$ cat src/rtl/irq_mod_pkg.sv
package irq_mod_pkg;
  typedef enum logic [2:0] {
    SEL_MASK    = 3'd0,
    SEL_RX_PKT  = 3'd1,
    SEL_RX_ABS  = 3'd2,
    SEL_TX_ABS  = 3'd3,
    SEL_TX_IDLE = 3'd4,
    SEL_RATE    = 3'd5
  } cfg_sel_e;

  localparam int NUM_DLY     = 4;
  localparam int DLY_RX_PKT  = 0;
  localparam int DLY_RX_ABS  = 1;
  localparam int DLY_TX_ABS  = 2;
  localparam int DLY_TX_IDLE = 3;
  // per delay timer: 1 = every arm reloads, 0 = arm only when idle
  localparam logic [NUM_DLY-1:0] DLY_RESTART = 4'b1001;

  localparam int BIT_TXW = 0;  // transmit descriptors written
  localparam int BIT_RXT = 1;  // receive timer
endpackage

$ cat src/rtl/irq_mod_tick.sv
module irq_mod_tick #(
  parameter int TICK_DIV = 128
) (
  input  logic clk,
  input  logic rst_n,
  output logic tick
);
  localparam int PW = (TICK_DIV > 1) ? $clog2(TICK_DIV) : 1;

  logic [PW-1:0] pc_q, pc_n;

  assign tick = (pc_q == PW'(TICK_DIV - 1));

  always_comb begin
    pc_n = tick ? '0 : pc_q + 1'b1;
  end

  always_ff @(posedge clk or negedge rst_n) begin
    if (!rst_n) pc_q <= '0;
    else        pc_q <= pc_n;
  end
endmodule

$ cat src/rtl/irq_mod_timer.sv
module irq_mod_timer #(
  parameter int W       = 16,
  parameter bit RESTART = 1'b1
) (
  input  logic         clk,
  input  logic         rst_n,
  input  logic         tick,
  input  logic         arm,
  input  logic         cancel,
  input  logic [W-1:0] load_val,
  output logic         expire
);
  logic [W-1:0] cnt_q, cnt_n;
  logic         do_load, do_dec;

  assign expire = tick && (cnt_q == W'(1));

  always_comb begin
    do_load = arm && (load_val != '0) && (RESTART || (cnt_q == '0));
    do_dec  = tick && (cnt_q != '0);
    cnt_n   = cnt_q;
    if (cancel)       cnt_n = '0;
    else if (do_load) cnt_n = load_val;
    else if (do_dec)  cnt_n = cnt_q - 1'b1;
  end

  always_ff @(posedge clk or negedge rst_n) begin
    if (!rst_n) cnt_q <= '0;
    else        cnt_q <= cnt_n;
  end
endmodule

$ cat src/rtl/irq_mod_limiter.sv
module irq_mod_limiter #(
  parameter int W = 16
) (
  input  logic         clk,
  input  logic         rst_n,
  input  logic         tick,
  input  logic         start,
  input  logic [W-1:0] interval,
  output logic         busy,
  output logic         expire
);
  logic [W-1:0] cnt_q, cnt_n;

  assign busy   = (cnt_q != '0);
  assign expire = tick && (cnt_q == W'(1));

  always_comb begin
    cnt_n = cnt_q;
    if (start && (interval != '0)) cnt_n = interval;
    else if (tick && busy)         cnt_n = cnt_q - 1'b1;
  end

  always_ff @(posedge clk or negedge rst_n) begin
    if (!rst_n) cnt_q <= '0;
    else        cnt_q <= cnt_n;
  end
endmodule

$ cat src/rtl/irq_mod_cfg.sv
module irq_mod_cfg
  import irq_mod_pkg::*;
#(
  parameter int VAL_W = 16
) (
  input  logic                            clk,
  input  logic                            rst_n,
  input  logic                            we,
  input  logic [2:0]                      sel,
  input  logic [VAL_W-1:0]                data,
  output logic [NUM_DLY-1:0][VAL_W-1:0]   dly_val,
  output logic [VAL_W-1:0]                rate_val
);
  logic [VAL_W-1:0] rate_n;

  for (genvar i = 0; i < NUM_DLY; i++) begin : g_val
    localparam logic [2:0] MY_SEL = 3'(int'(SEL_RX_PKT) + i);
    logic [VAL_W-1:0] val_q, val_n;
    logic             hit;

    assign hit = we && (sel == MY_SEL);

    always_comb begin
      val_n = hit ? data : val_q;
    end

    always_ff @(posedge clk or negedge rst_n) begin
      if (!rst_n) val_q <= '0;
      else        val_q <= val_n;
    end

    assign dly_val[i] = val_q;
  end

  always_comb begin
    rate_n = (we && (sel == SEL_RATE)) ? data : rate_val;
  end

  always_ff @(posedge clk or negedge rst_n) begin
    if (!rst_n) rate_val <= '0;
    else        rate_val <= rate_n;
  end
endmodule

$ cat src/rtl/irq_mod_cause.sv
module irq_mod_cause #(
  parameter int CAUSE_W = 8
) (
  input  logic               clk,
  input  logic               rst_n,
  input  logic               mask_we,
  input  logic [CAUSE_W-1:0] mask_data,
  input  logic [CAUSE_W-1:0] norm_set,
  input  logic [CAUSE_W-1:0] fast_set,
  input  logic               rd_clr,
  input  logic               lim_busy,
  input  logic               lim_exp,
  output logic [CAUSE_W-1:0] pend_q,
  output logic [CAUSE_W-1:0] mask_q,
  output logic               irq_q,
  output logic               irq_rise
);
  logic [CAUSE_W-1:0] pend_n, mask_n;
  logic               hit, fire, irq_n;

  always_comb begin
    pend_n = (rd_clr ? '0 : pend_q) | norm_set | fast_set;
    mask_n = mask_we ? mask_data : mask_q;
    hit    = |(pend_n & mask_n);
    // immediate posts and limiter expiry always evaluate; ordinary posts
    // and mask writes only when the limiter is idle
    fire   = (|fast_set) || lim_exp || (((|norm_set) || mask_we) && !lim_busy);
    if (!hit)      irq_n = 1'b0;
    else if (fire) irq_n = 1'b1;
    else           irq_n = irq_q;
  end

  assign irq_rise = irq_n && !irq_q;

  always_ff @(posedge clk or negedge rst_n) begin
    if (!rst_n) begin
      pend_q <= '0;
      mask_q <= '0;
      irq_q  <= 1'b0;
    end else begin
      pend_q <= pend_n;
      mask_q <= mask_n;
      irq_q  <= irq_n;
    end
  end
endmodule

$ cat src/rtl/irq_moderator.sv
module irq_moderator
  import irq_mod_pkg::*;
#(
  parameter int CAUSE_W  = 8,
  parameter int VAL_W    = 16,
  parameter int TICK_DIV = 128
) (
  input  logic               clk,
  input  logic               rst_n,
  input  logic               cfg_we,
  input  logic [2:0]         cfg_sel,
  input  logic [VAL_W-1:0]   cfg_data,
  input  logic [CAUSE_W-1:0] cause_in,
  input  logic               tx_wb_done,
  input  logic               rx_pkt,
  input  logic               tx_pkt,
  input  logic               pend_rd,
  output logic [CAUSE_W-1:0] pend_o,
  output logic               rx_wb_req,
  output logic               tx_wb_req,
  output logic               irq
);
  logic                          rst_s1_q, rst_sync_n;
  logic                          tick;
  logic [NUM_DLY-1:0][VAL_W-1:0] dly_val;
  logic [VAL_W-1:0]              rate_val;
  logic [NUM_DLY-1:0]            dly_exp;
  logic                          rx_exp, tx_exp;
  logic [CAUSE_W-1:0]            norm_set, fast_set, mask_q;
  logic                          mask_we;
  logic                          lim_busy, lim_exp, irq_rise;
  logic                          rx_req_n, tx_req_n;

  // reset: asserted asynchronously, released on the clock
  always_ff @(posedge clk or negedge rst_n) begin
    if (!rst_n) begin
      rst_s1_q   <= 1'b0;
      rst_sync_n <= 1'b0;
    end else begin
      rst_s1_q   <= 1'b1;
      rst_sync_n <= rst_s1_q;
    end
  end

  irq_mod_tick #(.TICK_DIV(TICK_DIV)) u_tick (
    .clk   (clk),
    .rst_n (rst_sync_n),
    .tick  (tick)
  );

  irq_mod_cfg #(.VAL_W(VAL_W)) u_cfg (
    .clk      (clk),
    .rst_n    (rst_sync_n),
    .we       (cfg_we),
    .sel      (cfg_sel),
    .data     (cfg_data),
    .dly_val  (dly_val),
    .rate_val (rate_val)
  );

  assign rx_exp = dly_exp[DLY_RX_PKT] | dly_exp[DLY_RX_ABS];
  assign tx_exp = dly_exp[DLY_TX_ABS] | dly_exp[DLY_TX_IDLE];

  for (genvar i = 0; i < NUM_DLY; i++) begin : g_dly
    localparam bit IS_RX = (i == DLY_RX_PKT) || (i == DLY_RX_ABS);
    irq_mod_timer #(.W(VAL_W), .RESTART(DLY_RESTART[i])) u_tmr (
      .clk      (clk),
      .rst_n    (rst_sync_n),
      .tick     (tick),
      .arm      (IS_RX ? rx_pkt : tx_pkt),
      .cancel   (IS_RX ? rx_exp : tx_exp),
      .load_val (dly_val[i]),
      .expire   (dly_exp[i])
    );
  end

  irq_mod_limiter #(.W(VAL_W)) u_lim (
    .clk      (clk),
    .rst_n    (rst_sync_n),
    .tick     (tick),
    .start    (irq_rise),
    .interval (rate_val),
    .busy     (lim_busy),
    .expire   (lim_exp)
  );

  always_comb begin
    norm_set          = cause_in;
    norm_set[BIT_TXW] = cause_in[BIT_TXW] | tx_wb_done;
    fast_set          = '0;
    fast_set[BIT_TXW] = tx_exp;
    fast_set[BIT_RXT] = rx_exp;
    mask_we           = cfg_we && (cfg_sel == SEL_MASK);
    rx_req_n          = rx_exp;
    tx_req_n          = tx_exp;
  end

  irq_mod_cause #(.CAUSE_W(CAUSE_W)) u_cause (
    .clk       (clk),
    .rst_n     (rst_sync_n),
    .mask_we   (mask_we),
    .mask_data (cfg_data[CAUSE_W-1:0]),
    .norm_set  (norm_set),
    .fast_set  (fast_set),
    .rd_clr    (pend_rd),
    .lim_busy  (lim_busy),
    .lim_exp   (lim_exp),
    .pend_q    (pend_o),
    .mask_q    (mask_q),
    .irq_q     (irq),
    .irq_rise  (irq_rise)
  );

  always_ff @(posedge clk or negedge rst_sync_n) begin
    if (!rst_sync_n) begin
      rx_wb_req <= 1'b0;
      tx_wb_req <= 1'b0;
    end else begin
      rx_wb_req <= rx_req_n;
      tx_wb_req <= tx_req_n;
    end
  end
endmodule

$ cat config.mk
export PLATFORM = sky130hd
export DESIGN_NAME = irq_moderator
export DESIGN_NICKNAME = d
export VERILOG_FILES = /design/src/rtl/irq_mod_pkg.sv /design/src/rtl/irq_mod_tick.sv /design/src/rtl/irq_mod_timer.sv /design/src/rtl/irq_mod_limiter.sv /design/src/rtl/irq_mod_cfg.sv /design/src/rtl/irq_mod_cause.sv /design/src/rtl/irq_moderator.sv
export SDC_FILE = /design/constraint.sdc
export NUM_CORES = 1
export LEC_CHECK = 0
export ABC_AREA = 1
export BUFFER_PORTS_ARGS = -buffer_cell sky130_fd_sc_hd__buf_4
export CAP_MARGIN = 10
export CORE_MARGIN = 4
export CORE_UTILIZATION = 60
export DETAILED_ROUTE_END_ITERATION = 7
export PLACE_DENSITY = 0.78
export SYNTH_ARGS = -nofsm -noshare
export SYNTH_HDL_FRONTEND = slang
export SYNTH_SLANG_ARGS = --single-unit
$ cat constraint.sdc
create_clock -name clk -period 15.4 [get_ports clk]
set_input_delay 2.31 -clock clk [delete_from_list [all_inputs] [get_ports clk]]
set_output_delay 2.31 -clock clk [all_outputs]
set_load 0.03 [all_outputs]
==> results_dict.tcl <==
set metrics [dict create \
    run_status "completed" \
    ir_drop_mv 0.0953 \
    grt_usage_pct 27.2 \
    cp-end-kind "flip-flop" \
    nets 1345 \
    numCtsBuffers 17 \
    worstMarginPinSlew_ns 0.961 \
    power_density_nw_per_um2 145 \
    cts.clk_slew.worst_paths_ns 0.07 \
    cts_setup_buffers 0 \
    crit_family "simple AND/OR/NAND/NOR gates" \
    synth_area_um2 10000 \
    gp_congestion 0.920 \
    ctsHoldBuffers 0 \
    synth_nets 1322 \
    antennaDiodeCount 0 \
    timing.final.ws_setup_ns 11.11 \
    setup_viol 0 \
    core_um2 16500 \
    p_int_mw 1.02 \
    arrival_ns 4.55 \
    synth_cell_types 46 \
    clockPowerShare_pct 28.6 \
    htreeDepth 4 \
    pre_cts_ws_ns 10.74 \
    slew_headroom_pct 35.8 \
    final_cells 1527 \
    finalClockSkew_ns 0.0107 \
    worstPathMaxFanout 31 \
    clock.fmax_ghz 0.233 \
    grt_max_degree 75 \
    required_ns 15.67 \
    tns_ns 0 \
    cts_tree "yes" \
    min_path_type "flip-flop to flip-flop" \
    final_cell_mix "nand2_1, dfrtp_1, o21ai_0" \
    rr_worst_depth 6 \
    synth_warnings 0 \
    antenna_found_initial 0 \
    pin_count 45 \
    finalWirelength_mm 24.5 \
    crit_chain "buf_4 > nand2_1 > nand2_1 > nor2_2 > o21ai_0" \
    root_buffer "clkbuf_16" \
    period_minus_slack_ns 4.29 \
    drt_iter0_drc 811 \
    vias 8744 \
    leakage_nw 5.30 \
    p_seq_share_pct 43.4 \
    netlist_instances 1272 \
    critPathMaxStageDelay_ns 0.77 \
    areaGrowthSynthToFinish_pct 10.2 \
    clk_latency_ns 0.44 \
    cap_violations 0 \
    finalCritPeriodShare_pct 27.8 \
    final-hold-violation-count 0 \
    comb_power_share_pct 28.0 \
    seq_area_frac_synth_pct 46.8 \
    drv_slew 0 \
    rsz0062_at_grt "no" \
    cp_slowest_cell "nor2_2" \
    crit_type "primary input to flip-flop" \
    dieHeight_um 137 \
    die_width_um 137 \
    placedCellCount 1496 \
    grt_pass1_wl_mm 40.3 \
    ctsResizeCount 0 \
    worst-path-stages 5 \
    antenna_left 0 \
    cpMostUsedCell "nand2_1" \
    rows 47 \
    power.switching_mw 0.578 \
    hpwl_mm 17.3 \
    portBuffers 44 \
    final_util_pct 67.2 \
    p_sw_share_pct 36.1 \
    layout_commonest_cell "nand2_1" \
    clockBufferDepth 2 \
    layout-drive-gt1-share_pct 8.88 \
    grt_overflow 0 \
    drc_errors 0 \
    grt_pass1_vias 7921 \
    min_path_cells 0 \
    initial_core_util_pct 61.0 \
    die_area_um2 18900 \
    drt_pass1_iterations 6 \
    worstSetupStartpointType "primary input" \
    cts_num_sinks 188 \
    syn_area_per_cell_um2 7.90 \
    critPathBufInv 1 \
    ys_seq_elements 188 \
    vias_per_cell 5.73 \
    avgRoutedWirePerCell_um 16.0 \
]
## cell usage after synthesis (all sizes together)
cell type,n,area (µm²)
o211ai,22,170
inv,124,465
nand3b,4,30.0
and2,4,25.0
conb,1,3.75
nor3b,1,7.51
o2111ai,4,35.0
buf,15,116
o21a,2,15.0
nand2,307,1170
o31ai,2,15.0
nand4,23,150
clkinv,1,3.75
a21oi,12,60.1
clkbuf,28,105
dfrtp,188,4700
o21ai,163,820
a31o,1,8.76
o22ai,18,113
or2,4,25.0
nor2,129,552
xor2,27,236
nand3,124,673
o221ai,1,8.76
a21boi,1,7.51
a31oi,3,18.8
and3,2,12.5
nor4,14,87.6
xnor2,11,96.3
mux2i,1,10.0
nor3,16,80.1
ha,16,200
a21o,3,22.5
## state kept, by name, indices dropped and copies added, names as in the netlist
register and count:
g_dly.u_tmr.cnt_q 64, rst_s1_q 1, rst_sync_n 1, rx_wb_req 1
tx_wb_req 1, u_cause.irq_q 1, u_cause.mask_q 8, u_cause.pend_q 8
u_cfg.g_val.val_q 64, u_cfg.rate_val 16, u_lim.cnt_q 16, u_tick.pc_q 7
## cells by family (layout without fill, tap and decap cells)
group / Yosys count / after routing / synth area share, %
AOI/OAI and AO/OA: 232 / 232 / 12.9
xor gates and xnor gates: 38 / 38 / 3.31
adders and majority gates: 16 / 16 / 1.99
buffers and inverters: 168 / 203 / 6.88
DFF: 188 / 188 / 46.8
muxes: 1 / 1 / 0.0996
other: 1 / 1 / 0.0373
and+or+nand+nor: 628 / 628 / 28.0
## per-layer routing
metal | share of wire (%) | global-route usage, %
met1 | 46 | 40.2
met2 | 45 | 40.9
met3 | 6.8 | 5.30
met4 | 2.2 | 7.76
met5 | 0 | 0
## final timing paths
kind | start | endpoint | slack [ns]
worst max-delay path | rx_pkt | g_dly[0].u_tmr.cnt_q[0] | 11.11
worst min-delay path | rst_s1_q | rst_sync_n | 0.36
worst max register to register | u_cfg.g_val[0].val_q[13] | g_dly[0].u_tmr.cnt_q[0] | 12.08
worst min register to register | rst_s1_q | rst_sync_n | 0.36
max in group asynchronous | rst_sync_n | u_cfg.g_val[2].val_q[10] | 13.63
min in group asynchronous | rst_sync_n | u_cause.pend_q[6] | 0.37
## metrics by stage
step | cell area, µm² | hold slack, ns | total power, mW
floorplan | 10000 | 0.331 | 1.04
global placement | 10500 | 0.334 | 1.12
detailed placement | 10500 | 0.349 | 1.14
CTS | 11100 | 0.365 | 1.60
global route | 11100 | 0.390 | 1.71
finish | 11100 | 0.363 | 1.60
## cell type report
class                   instances  area (µm²)
fillers                      1386        5400
flip-flops and latches        188        4710
well taps                     220         275
multi-input cells             916        4650
repair buffers                 47         353
inverters                     125         469
clock buffers                  17         425
clock inverters                14         186
## worst reg2reg max path, delay by kind of cell (launching register included)
| kind | cells | cell delay [ns] |
|---|---|---|
| AND/OR/NAND/NOR | 5 | 2.50 |
| flip-flops | 1 | 0.41 |
| AO/OA/AOI/OAI | 1 | 0.24 |
## power groups by stage
stage	combinational (mW)	clock [mW]	sequential [mW]
2_1_floorplan	0.355	0	0.681
3_3_place_gp	0.426	0	0.697
3_5_place_dp	0.443	0	0.697
4_1_cts	0.447	0.465	0.691
5_1_grt	0.518	0.486	0.708
6_report	0.448	0.458	0.694
Note: power is estimated with default switching activity, not from simulation.
